## src/rtl/wdt_pkg.sv

```systemverilog
package wdt_pkg;
  localparam int unsigned ADDR_W = 1;

  typedef enum logic [ADDR_W-1:0] {
    REG_CTRL = 1'b0,
    REG_FLAG = 1'b1
  } wdt_reg_e;

  localparam int unsigned FLAG_BIT = 0;
  localparam int unsigned IE_BIT   = 1;
endpackage

```

## src/rtl/wdt_regs.sv

```systemverilog
module wdt_regs #(
  parameter int unsigned DATA_W = 8,
  parameter int unsigned TO_W   = 6
) (
  input  logic                       clk,
  input  logic                       rst_n,
  input  logic                       wr_en,
  input  logic                       rd_en,
  input  logic [wdt_pkg::ADDR_W-1:0] addr,
  input  logic [DATA_W-1:0]          wdata,
  input  logic                       expire_i,
  output logic [DATA_W-1:0]          rdata,
  output logic [TO_W-1:0]            timeout_o,
  output logic                       strobe_o,
  output logic                       flag_o,
  output logic                       ie_o
);
  import wdt_pkg::*;

  localparam int unsigned STB_BIT  = DATA_W - 1;
  localparam int unsigned LOCK_BIT = DATA_W - 2;

  logic            ctrl_wr, flag_wr, flag_rd;
  logic [TO_W-1:0] timeout_q;
  logic            strobe_q, flag_q, ie_q;

  assign ctrl_wr = wr_en && (addr == REG_CTRL);
  assign flag_wr = wr_en && (addr == REG_FLAG);
  assign flag_rd = rd_en && (addr == REG_FLAG);

  always_ff @(posedge clk or negedge rst_n) begin
    if (!rst_n) begin
      timeout_q <= '0;
      strobe_q  <= 1'b0;
      ie_q      <= 1'b0;
      flag_q    <= 1'b0;
    end else begin
      if (ctrl_wr && !wdata[LOCK_BIT]) timeout_q <= wdata[TO_W-1:0];
      // strobe lives for one cycle unless written again
      strobe_q <= ctrl_wr && wdata[STB_BIT];
      if (flag_wr) ie_q <= wdata[IE_BIT];
      if (expire_i)     flag_q <= 1'b1;
      else if (flag_rd) flag_q <= 1'b0;
    end
  end

  always_comb begin
    rdata = '0;
    if (rd_en) begin
      if (addr == REG_CTRL) begin
        rdata[TO_W-1:0] = timeout_q;
        rdata[STB_BIT]  = strobe_q;
      end else begin
        rdata[FLAG_BIT] = flag_q;
        rdata[IE_BIT]   = ie_q;
      end
    end
  end

  assign timeout_o = timeout_q;
  assign strobe_o  = strobe_q;
  assign flag_o    = flag_q;
  assign ie_o      = ie_q;

  AST_LOCK_HOLDS_TIMEOUT: assert property (@(posedge clk) disable iff (!rst_n)
    (ctrl_wr && wdata[LOCK_BIT]) |=> (timeout_q == $past(timeout_q)));
  AST_STROBE_SELF_CLEARS: assert property (@(posedge clk) disable iff (!rst_n)
    (strobe_q && !ctrl_wr) |=> !strobe_q);
  AST_ZERO_STROBE_INERT: assert property (@(posedge clk) disable iff (!rst_n)
    (ctrl_wr && !wdata[STB_BIT]) |=> !strobe_q);
  AST_FLAG_STICKY: assert property (@(posedge clk) disable iff (!rst_n)
    (flag_q && !flag_rd) |=> flag_q);
  AST_READ_CLEARS_FLAG: assert property (@(posedge clk) disable iff (!rst_n)
    (flag_rd && !expire_i) |=> !flag_q);
endmodule

```

## src/rtl/wdt_counter.sv

```systemverilog
module wdt_counter #(
  parameter int unsigned TO_W = 6
) (
  input  logic            clk,
  input  logic            rst_n,
  input  logic            tick_i,
  input  logic            reload_i,
  input  logic [TO_W-1:0] timeout_i,
  output logic            expire_o
);
  localparam logic [TO_W-1:0] ONE = TO_W'(1);

  logic [TO_W-1:0] count_q;
  logic            enabled;

  assign enabled = (timeout_i != '0);

  always_ff @(posedge clk or negedge rst_n) begin
    if (!rst_n) begin
      count_q <= '0;
    end else if (reload_i) begin
      count_q <= timeout_i;
    end else if (tick_i && enabled && (count_q != '0)) begin
      count_q <= count_q - ONE;
    end
  end

  // a reload in the same cycle takes priority over the expiring tick
  assign expire_o = tick_i && !reload_i && enabled && (count_q == ONE);

  AST_RELOAD_LOADS: assert property (@(posedge clk) disable iff (!rst_n)
    reload_i |=> (count_q == $past(timeout_i)));
  AST_DISABLED_FROZEN: assert property (@(posedge clk) disable iff (!rst_n)
    ((timeout_i == '0) && !reload_i) |=> (count_q == $past(count_q)));
  AST_EXPIRED_STAYS_ZERO: assert property (@(posedge clk) disable iff (!rst_n)
    ((count_q == '0) && !reload_i) |=> (count_q == '0));
  AST_EXPIRE_LANDS_ZERO: assert property (@(posedge clk) disable iff (!rst_n)
    expire_o |=> (count_q == '0));
endmodule

```

## src/rtl/strobed_watchdog.sv

```systemverilog
module strobed_watchdog #(
  parameter int unsigned DATA_W = 8,
  parameter int unsigned TO_W   = 6
) (
  input  logic                       clk,
  input  logic                       rst_n,
  input  logic                       tick_i,
  input  logic                       wr_en,
  input  logic                       rd_en,
  input  logic [wdt_pkg::ADDR_W-1:0] addr,
  input  logic [DATA_W-1:0]          wdata,
  output logic [DATA_W-1:0]          rdata,
  output logic                       irq_o
);
  logic [TO_W-1:0] timeout;
  logic            strobe, expire, flag, ie;

  wdt_regs #(.DATA_W(DATA_W), .TO_W(TO_W)) regs_i (
    .clk(clk), .rst_n(rst_n), .wr_en(wr_en), .rd_en(rd_en), .addr(addr),
    .wdata(wdata), .expire_i(expire), .rdata(rdata), .timeout_o(timeout),
    .strobe_o(strobe), .flag_o(flag), .ie_o(ie)
  );

  wdt_counter #(.TO_W(TO_W)) cnt_i (
    .clk(clk), .rst_n(rst_n), .tick_i(tick_i), .reload_i(strobe),
    .timeout_i(timeout), .expire_o(expire)
  );

  assign irq_o = flag && ie;

  AST_EXPIRE_SETS_FLAG: assert property (@(posedge clk) disable iff (!rst_n)
    expire |=> flag);
  AST_NO_EXPIRE_WHEN_OFF: assert property (@(posedge clk) disable iff (!rst_n)
    (timeout == '0) |-> !expire);
endmodule

```

## config.mk

```make
export PLATFORM = sky130hd
export DESIGN_NAME = strobed_watchdog
export DESIGN_NICKNAME = d
export VERILOG_FILES = /design/src/rtl/wdt_pkg.sv /design/src/rtl/wdt_regs.sv /design/src/rtl/wdt_counter.sv /design/src/rtl/strobed_watchdog.sv
export SDC_FILE = /design/constraint.sdc
export NUM_CORES = 1
export LEC_CHECK = 0
export ABC_AREA = 1
export BUFFER_PORTS_ARGS = -buffer_cell sky130_fd_sc_hd__buf_2
export CAP_MARGIN = 20
export CELL_PAD_IN_SITES_DETAIL_PLACEMENT = 0
export CELL_PAD_IN_SITES_GLOBAL_PLACEMENT = 1
export CORE_MARGIN = 10
export CORE_UTILIZATION = 39
export DETAILED_ROUTE_END_ITERATION = 10
export PLACE_DENSITY = 0.81
export SLEW_MARGIN = 10
export SYNTH_ARGS = -nofsm -noshare
export SYNTH_HDL_FRONTEND = slang
export SYNTH_SLANG_ARGS = --single-unit
export TNS_END_PERCENT = 50
```

## constraint.sdc

```tcl
create_clock -name clk -period 2 [get_ports clk]
set_input_delay 0.4 -clock clk [delete_from_list [all_inputs] [get_ports clk]]
set_output_delay 0.4 -clock clk [all_outputs]
set_load 0.01 [all_outputs]
```

# Yosys cells after proc, flatten, opt, wreduce, memory -nomap -nowiden
# Cells that the tools add are included.
[totals] regBits=15 inputBits=14 elab_cells=34
[op_classes] n_addsub=1 eq_ne=1 mux=9 n_bitwise=1 reduce_logical=17
[ops] cell="$mux 6" count=3
[ops] cell="$reduce_bool 6->1" count=2
[ops] cell="$logic_and 1x1->1" count=11
[ops] cell="$eq 6x1->1 const B" count=1
[ops] cell="$sub 6x1->6 const B" count=1
[ops] cell="$mux 1" count=4
[ops] cell="$mux 4" count=1
[ops] cell="$reduce_bool 2->1" count=2
[ops] cell="$logic_not 1->1" count=2
[ops] cell="$mux 2" count=1
[ops] cell="$not 1->1" count=1

# Longest topological paths before layout
# Gate-level depths: netlist of the first run.
[logic_depth] word_depth=5 depth_mapped=8

# By module
# A second synthesis of the first run with hierarchy kept.
[unflattened] cells_unflattened=126 hier_area_um2=959.7
[by_module_without_submodules] module="wdt_counter" instances=1 cells_per_inst=65 area_each_um2=484.2 seq_area_each_um2=150.1
[by_module_without_submodules] module="wdt_regs" instances=1 cells_per_inst=59 area_each_um2=467.9 seq_area_each_um2=225.2
[by_module_without_submodules] module="strobed_watchdog" instances=1 cells_per_inst=2 area_each_um2=7.5 seq_area_each_um2=0.0

# Worst setup path before layout of the first run
# OpenSTA, ideal clock, no wires.
[synth_timing] path_type="reg2reg" from="register cnt_i.count_q[0]" to="register cnt_i.count_q[2]" setup_ns=0.118 arrival_time_ns=1.080 t_required_ns=1.882 path_slack_ns=0.802 stages_incl_launch_ff=9 synth_period_minus_slack_ns=1.198 path_cell_list="dfrtp_1 -> inv_1 -> ha_1 -> inv_1 -> nor2_1 -> o21ai_0 -> o21ai_0 -> nand2_1 -> o21ai_2"
[synth_between] elab_chain_len=3 elab_cells_between_ends=6 cone_classes="add/sub (1); mux (2); reduce/logical (3)"
[synth_lines] item="from (decl)" line="wdt_counter.sv:13" rtl="logic [TO_W-1:0] count_q;"
[synth_lines] item="from (signal assigned)" line="wdt_counter.sv:22" rtl="count_q <= timeout_i;"
[synth_lines] item="from (signal assigned)" line="wdt_counter.sv:24" rtl="count_q <= count_q - ONE;"
[synth_lines] item="$sub 6x1->6 / $reduce_bool 6->1 (equally long branches)" line="wdt_counter.sv:24, wdt_counter.sv:23"
[synth_lines] item="$mux 6 / $logic_and 1x1->1 (equally long branches)" line="wdt_counter.sv:23" rtl="end else if (tick_i && enabled && (count_q != '0)) begin"
[synth_lines] item="$mux 6 / $reduce_bool 2->1 (equally long branches)"
# Parallel ways exist; a longest one is shown, timed or not. The select of a mux whose other input is x is not followed.
# A chain may end at the register's enable or synchronous reset.

# Worst setup path in the final report of the first run
[layout_timing] from="register regs_i.strobe_q, in the netlist regs_i.strobe_o" to="output rdata[7]"
[layout_between] elab_chain_len=2
[layout_lines] item="from (decl)" line="wdt_regs.sv:25" rtl="logic strobe_q, flag_q, ie_q;"
[layout_lines] item="from (signal assigned)" line="wdt_regs.sv:40" rtl="strobe_q <= ctrl_wr && wdata[STB_BIT];"
[layout_lines] item="$mux 1" line="wdt_regs.sv:50" rtl="if (addr == REG_CTRL) begin"
[layout_lines] item="$mux 1" line="wdt_regs.sv:49" rtl="if (rd_en) begin"
[layout_lines] item="to (decl)" line="strobed_watchdog.sv:12" rtl="output logic [DATA_W-1:0] rdata,"
# Every way passes these cells.

==> impl_metrics.toml, run 1 <==
[outcome]
run_status = "finished, final reports clean"

[setup_path]
worstPathBufferInverterCount = 2
timing.critical_path.max_delay_family = "flip-flops"
worst-endpoint-required_ns = 1.60
max_stage_delay_ns = 0.48
criticalPathCategory = "reg2out"
worst-path-max-fanout = 10
path_cells = "clkinv_2 > nor2_1 > buf_2"
critical_path.startpoint_type = "flop"
arrival_ns = 1.25
worst_setup_path_end_kind = "primary output"
crit_slowest_cell = "dfrtp_1"

[yosys]
average_size_of_a_mapped_cell_um2 = 7.809
post_synth_inst_count = 116
synth_seq_cells = 15
syn_nets = 133
ys_seq_area_frac = 0.4144
yosysWarnings = 0
netlist_area_um2 = 905.9
post_synth_num_cell_types = 22

[pwr]
clock_power_share = 0.158
cellLeakagePower_nw = 0.5690
power.share.sequential = 0.422
ir_worst_vdd_mv = 0.5514
p_comb_frac = 0.420
power.share.switching = 0.4253
cellInternalPower_w = 0.0006598
p_per_area_nw_per_um2 = 1090
power.switching_w = 0.0004883

[place]
place_hpwl_um = 1618
place_congestion = 0.7729
port-buffer-count = 21
place_inst = 162

[finish]
finalNetCount = 156
layout-drive-gt1-share = 0.2754
final_core_util = 0.4762
fin_cells = 166
fillers = 235
antenna_fix_cells = 0
layout-area-overhead-vs-synth_pct = 16.30

[die]
io-pin-count = 23
fp-row-count = 17
die_w_um = 68.20
design.core.area_um2 = 2212
design.die.area_um2 = 4651
starting_utilization_of_the_core_area = 0.4095
die-height_um = 68.20

[clock_tree]
cts_tree = "built"
clk_path_buf_depth = 2
post_cts.resized_instances = 0
cts_inserted_buffers = 3
cts.repair_timing.setup_buffer_count = 0
h-tree-depth = 1
cts.reportedPaths.clkPinSlew_ns = 0.09
clk_latency_ns = 0.29
cts.root.buffer_cell = "clkbuf_4"
numClockSinks = 15
cts-hold-fix-buffers = 0

[timing]
fmaxAchievable_mhz = 605.0
finalSetupViolations = 0
final_report_hold_violation_count = 0
maxSlewViolCount = 0
final.period_utilization = 0.8265
finalSetupTns_ns = 0
rsz0062_at_grt = "false"
timing.clock.skew_ns = 0.001048
post-route-min-period_ns = 1.653

[drt]
wl_um = 2053
drtPass1Iterations = 2
via_per_inst = 4.771
ant_nets = 0
vias = 792
drcViolationCount = 0
drt_iter0_markers = 27
detail_route.wl_per_cell_um = 12.37

[global_routing]
grt_overflow_total = 0
grt_first_pass_wirelength_um = 3926
maximum_number_of_pins_on_one_net_before_global_route_repair = 16
groute.usage.overall = 0.1092
antenna_found_initial = 0
grt_pass1_vias = 839

[worst_hold_path]
holdCritPathClass = "in2async"

[run]
timing.max_cap.violations = 0
sequential cells by signal, indices dropped and copies added, names as in the netlist:
name              count
regs_i.ie_o           1
regs_i.timeout_o      6
regs_i.flag_o         1
regs_i.strobe_o       1
cnt_i.count_q         6
cell type report:
| cell class | count | area [um2] | share of cell area |
|---|---|---|---|
| Tap cell | 28 | 35.03 | 0.03325 |
| Inverter | 13 | 50.05 | 0.04751 |
| Clock inverter | 1 | 5.005 | 0.004751 |
| Multi-Input combinational cell | 85 | 460.4 | 0.4371 |
| Clock buffer | 3 | 22.52 | 0.02138 |
| Timing Repair Buffer | 21 | 105.1 | 0.09976 |
| Sequential cell | 15 | 375.4 | 0.3563 |
power groups by stage:
stage / registers, W / logic (W) / clock network, W
floorplan: 0.000469 / 0.000387 / 0
CTS: 0.000486 / 0.000491 / 0.000187
global placement: 0.000487 / 0.000472 / 0
detailed placement: 0.000491 / 0.000487 / 0
global route: 0.000505 / 0.000564 / 0.000210
finish: 0.000485 / 0.000482 / 0.000181
worst paths after layout:
path / from / endpoint / slack, ns / depth (start not counted)
min reg2reg: regs_i.flag_o / regs_i.flag_o / 0.55 / 2
max: regs_i.strobe_o / rdata[7] / 0.35 / 3
max in group asynchronous: rst_n / regs_i.timeout_o[4] / 1.74 / 1
min in group clk: wdata[0] / regs_i.timeout_o[0] / 0.31 / 2
max reg2reg: cnt_i.count_q[0] / cnt_i.count_q[2] / 0.66 / 8
min: rst_n / cnt_i.count_q[0] / 0.004 / 1
layer usage:
layer	global-route usage	wire, um	part of all wire	vias to the layer above
met3	0.03915	97	0.047	6
met1	0.1349	958	0.47	351
li1	-	-	-	420
met2	0.1721	968	0.47	15
met5	0	0	0	-
met4	0.03769	28	0.014	0
cells in the mapped netlist:
master / number / area, um2
a21oi_1: 7 / 35.03
a31oi_1: 1 / 6.260
and3_1: 1 / 6.260
buf_2: 1 / 5.000
buf_4: 2 / 15.01
clkinv_2: 1 / 5.000
conb_1: 1 / 3.750
dfrtp_1: 15 / 375.4
ha_1: 3 / 37.54
inv_1: 11 / 41.29
inv_2: 1 / 3.750
mux2_1: 1 / 11.26
nand2_1: 24 / 90.09
nand2_4: 1 / 11.26
nand3_1: 14 / 70.07
nand3_2: 3 / 30.03
nand3b_2: 1 / 11.26
nor2_1: 16 / 60.06
nor2_4: 2 / 22.52
o21ai_0: 4 / 20.02
o21ai_1: 2 / 10.01
o21ai_2: 4 / 35.03
metrics by stage:
| step | worst slack (ns) | power (W) | area [um2] | hold slack (ns) |
|---|---|---|---|---|
| floorplan | 0.8016 | 0.0008559 | 905.9 | 0.1044 |
| global placement | 0.6063 | 0.0009592 | 1026 | 0.3330 |
| detailed placement | 0.5927 | 0.0009781 | 1026 | 0.3344 |
| CTS | 0.3277 | 0.001164 | 1054 | 0.01365 |
| global route | 0.2223 | 0.001280 | 1054 | 0.005471 |
| finish | 0.3471 | 0.001148 | 1054 | 0.003532 |
cells by family after synthesis:
| logic type | after synthesis | share of synthesized area |
|---|---|---|
| AOI/OAI and AO/OA | 18 | 0.1174 |
| adders and majority gates | 3 | 0.04144 |
| other | 1 | 0.004140 |
| buffers and inverters | 16 | 0.07733 |
| muxes | 1 | 0.01243 |
| and+or+nand+nor | 62 | 0.3329 |
| DFF | 15 | 0.4144 |
layout by cell type, fill, tap and decap left out:
master / count
nor2_1: 16
and3_1: 1
a21oi_1: 7
nand3b_2: 1
conb_1: 1
nand2_1: 24
clkinv_2: 2
nand2_4: 1
a31oi_1: 1
o21ai_1: 2
ha_1: 3
nand3_1: 14
o21ai_2: 4
nor2_4: 2
dfrtp_1: 15
nand3_2: 3
inv_1: 11
clkbuf_4: 3
buf_2: 21
mux2_1: 1
o21ai_0: 4
inv_2: 1
Note: power is estimated with default switching activity, not from simulation.
==> run 2, diff against run 1 <==
Settings changed: CORE_UTILIZATION 39 to 37, PLACE_DENSITY 0.81 to 0.77.
Clock period 2 ns to 1.7 ns, I/O delays scaled along.
==> impl_metrics.toml, run 2 (same netlist as run 1, synthesis figures left out) <==
[outcome]
run_status = "finished, final reports clean"

[drt]
drtPass1Iterations = 4
via_per_inst = 4.796
detail_route.wl_per_cell_um = 12.92
ant_nets = 0
wl_um = 2158
drt_iter0_markers = 43
vias = 801
drcViolationCount = 0

[finish]
stdcell_area_um2 = 1064
layout-drive-gt1-share = 0.2734
final_core_util = 0.4673
finalNetCount = 157
most_common_library_cell_in_the_layout_ignoring_fill_and_taps = "nand2_1"
layout-area-overhead-vs-synth_pct = 17.40
fillers = 250
mostFrequentLayoutCells = "nand2_1 (24), buf_2 (21), nor2_1 (16), nand3_1 (14), dfrtp_1 (14)"
antenna_fix_cells = 0

[place]
placed_cell_area_um2 = 1026
place_hpwl_um = 1675
place_congestion = 0.7874
port-buffer-count = 21

[timing]
post-route-min-period_ns = 1.511
final_report_hold_violation_count = 0
finalSetupTns_ns = 0
finalHoldWorstSlack_ns = 0.2611
rsz0062_at_grt = "false"
finalSetupViolations = 0
timing.clock.skew_ns = 0.0008262
maxSlewViolCount = 0
fmaxAchievable_mhz = 661.8
final.period_utilization = 0.8889

[clock_tree]
cts_inserted_buffers = 3
cts.reportedPaths.clkPinSlew_ns = 0.09
clk_latency_ns = 0.28
numClockSinks = 15
cts_tree = "built"
clk_path_buf_depth = 2
cts.repair_timing.setup_buffer_count = 0
cts.root.buffer_cell = "clkbuf_4"
h-tree-depth = 1

[die]
design.die.area_um2 = 4827
starting_utilization_of_the_core_area = 0.3980
io-pin-count = 23
design.core.area_um2 = 2276
die-height_um = 69.48
fp-row-count = 17
die_w_um = 69.48

[worst_hold_path]
holdCritPathClass = "in2reg"

[setup_path]
critical_path.startpoint_type = "flop"
worst-endpoint-required_ns = 1.36
criticalPathCategory = "reg2out"
arrival_ns = 1.17
path_cells = "clkinv_2 > nor2_1 > buf_2"
worst-path-max-fanout = 10
max_stage_delay_ns = 0.45
worst_setup_path_end_kind = "primary output"
crit_slowest_cell = "dfrtp_2"

[global_routing]
gr_met2_demand_resource = 0.1331
top_usage_layer = "met2"
grt_use_met3 = 0.01997
groute.usage.overall = 0.08760
grt_pass1_vias = 808
antenna_found_initial = 0
gr-usage-met1 = 0.1135
grt_first_pass_wirelength_um = 3650
grt_overflow_total = 0
maximum_number_of_pins_on_one_net_before_global_route_repair = 16

[pwr]
ir_worst_vdd_mv = 0.5978
cellLeakagePower_nw = 0.5690
p_per_area_nw_per_um2 = 1277

[run]
timing.max_cap.violations = 0
run 2: layout make-up:
| class | count | area (um2) | area share |
|---|---|---|---|
| multi-input combinational | 85 | 460.4 | 0.4329 |
| tap | 28 | 35.03 | 0.03294 |
| inverter | 13 | 50.05 | 0.04706 |
| sequential | 15 | 376.6 | 0.3541 |
| timing repair buffer | 22 | 115.1 | 0.1082 |
| clock buffer | 4 | 26.28 | 0.02471 |
run 2: worst max-delay path: cells and delay by family, from the launching register on:
kind | cells | cell delay (ns)
buffers and inverters | 2 | 0.31
flip-flops | 1 | 0.45
AND/OR/NAND/NOR | 1 | 0.13
run 2: through the flow:
step           instances  setup slack, ns  power, W
2_1_floorplan        116           0.5016  0.001007
3_3_place_gp         162           0.3943  0.001141
3_5_place_dp         162           0.3890  0.001157
4_1_cts              167          0.08033  0.001376
5_1_grt              167          0.06056  0.001481
6_report             167           0.1889  0.001358
run 2: final timing paths:
check,startpoint,end,slack (ns),depth (start not counted)
worst max-delay path,regs_i.strobe_o,rdata[7],0.19,3
worst min register to register,regs_i.flag_o,regs_i.flag_o,0.54,2
min in group asynchronous,rst_n,cnt_i.count_q[1],0.49,2
worst max register to register,cnt_i.count_q[1],cnt_i.count_q[4],0.41,7
max in group asynchronous,rst_n,regs_i.strobe_o,0.93,2
worst min-delay path,wdata[0],regs_i.timeout_o[0],0.26,2
run 2: power breakdown:
part / total (W) / switching [W] / internal (W)
Clock: 0.000210 / 0.000119 / 0.0000911
Combinational: 0.000574 / 0.000346 / 0.000229
Sequential: 0.000574 / 0.000113 / 0.000461
Total: 0.00136 / 0.000577 / 0.000781
run 2: metal layers:
layer,routed length (um),part of all wire
met1,1118,0.52
met2,948,0.44
met3,73,0.034
met4,17,0.0079
met5,0,0
run 2: timing repair:
item / in CTS / in global routing
resized for setup: 0 / 1
hold buffers: 1 / 0
endpoints found under the setup margin: 0 / 1
hold endpoints to repair: 15 / 0
==> run 3, diff against run 2 <==
Settings changed: CORE_ASPECT_RATIO set to 1.2, MAX_ROUTING_LAYER set to met4.
==> impl_metrics.toml, run 3 (same netlist as run 1, synthesis figures left out) <==
[outcome]
run_status = "finished, final reports clean"

[clock_tree]
cts-hold-fix-buffers = 1
cts_inserted_buffers = 3
cts.root.buffer_cell = "clkbuf_4"
h-tree-depth = 1
cts.repair_timing.setup_buffer_count = 0
post_cts.resized_instances = 0
clk_latency_ns = 0.28
cts.reportedPaths.clkPinSlew_ns = 0.09
numClockSinks = 15
cts_tree = "built"
clk_path_buf_depth = 2

[timing]
finalSetupTns_ns = 0
fmaxAchievable_mhz = 695.4
final.period_utilization = 0.8460
post-route-min-period_ns = 1.438
finalSetupViolations = 0
final_setup_margin_ns = 0.2619
rsz0062_at_grt = "false"
timing.clock.skew_ns = 0.001407
maxSlewViolCount = 0
finalHoldWorstSlack_ns = 0.2763
final_report_hold_violation_count = 0

[setup_path]
crit_slowest_cell = "dfrtp_1"
criticalPathCategory = "reg2out"
critical_path.startpoint = "regs_i.strobe_o"
worst-path-max-fanout = 10
arrival_ns = 1.10
critical_path.startpoint_type = "flop"
worst-endpoint-required_ns = 1.36
crit-reg2reg-launch = "cnt_i.count_q[0]"
max_stage_delay_ns = 0.39
worst_setup_path_end_kind = "primary output"
path_cells = "clkinv_2 > nor2_1 > buf_2"

[drt]
drtPass1Iterations = 4
drcViolationCount = 0
vias = 809
via_per_inst = 4.731
wl_um = 2096
detail_route.wl_per_cell_um = 12.26
drt_iter0_markers = 25
ant_nets = 0

[global_routing]
antenna_found_initial = 0
grt_first_pass_wirelength_um = 3698
grt_overflow_total = 0
grt_pass1_vias = 866
groute.usage.overall = 0.09664
maximum_number_of_pins_on_one_net_before_global_route_repair = 16

[place]
place_hpwl_um = 1645
dp_worst_setup_slack_ns = 0.3776
port-buffer-count = 21
place_congestion = 0.8557
place_inst = 166

[worst_hold_path]
origin_of_the_worst_min_delay_path = "wdata[0]"
holdCritPathClass = "in2reg"

[die]
die_w_um = 65.17
starting_utilization_of_the_core_area = 0.3928
io-pin-count = 23
die-height_um = 74.21
fp-row-count = 19
design.die.area_um2 = 4836
design.core.area_um2 = 2306

[finish]
layout-area-overhead-vs-synth_pct = 18.51
mostFrequentLayoutCells = "nand2_1 (24), buf_2 (21), nor2_1 (16), dfrtp_1 (15), nand3_1 (14)"
finalNetCount = 158
multi_input_comb_area_um2 = 460.4
antenna_fix_cells = 0
fillers = 263
fin_cells = 171
most_common_library_cell_in_the_layout_ignoring_fill_and_taps = "nand2_1"
layout-drive-gt1-share = 0.2714
regArea_um2 = 375.4

[pwr]
p_per_area_nw_per_um2 = 1252
cellLeakagePower_nw = 0.5758
ir_worst_vdd_mv = 0.4936

[run]
timing.max_cap.violations = 0
-- run 3: critical path: cells and delay by family (launching register included) --
family / cells / cell delay [ns]
buffers and inverters: 2 / 0.30
DFF: 1 / 0.39
and+or+nand+nor: 1 / 0.13
-- run 3: final cells by class --
class | instances | share of cell area
clock buffers | 4 | 0.02448
inverters | 13 | 0.04662
multi-input cells | 85 | 0.4289
flip-flops and latches | 15 | 0.3497
well taps | 31 | 0.03613
repair buffers | 23 | 0.1142
-- run 3: report_power, final --
group / internal, W / switching (W) / leakage, nW / total, W
sequential: 0.000461 / 0.000110 / 0.179 / 0.000571
combinational: 0.000229 / 0.000340 / 0.382 / 0.000569
clock: 0.0000909 / 0.000113 / 0.0150 / 0.000204
-- run 3: worst paths after layout --
check,end,slack [ns],cells after the start
setup / recovery,rdata[7],0.26,3
hold / removal,regs_i.timeout_o[0],0.28,2
setup reg to reg,cnt_i.count_q[2],0.37,8
hold reg to reg,regs_i.flag_o,0.55,2
max in group asynchronous,cnt_i.count_q[2],0.94,2
min in group asynchronous,regs_i.ie_o,0.50,2
-- run 3: routing by layer --
layer  vias to the layer above  part of all wire  track usage
li1                        421                 -            -
met5                         -                 0            -
met1                       366              0.50       0.1184
met4                         0            0.0086      0.03571
met3                         2             0.034      0.02252
met2                        20              0.46       0.1509
-- run 3: through the flow --
step,total power (W),util,instance area (um2)
floorplan,0.001007,-,905.9
global placement,0.001145,0.4498,1037
detailed placement,0.001154,0.4498,1037
CTS,0.001367,0.4655,1074
global route,0.001486,0.4655,1074
finish,0.001344,0.4655,1074
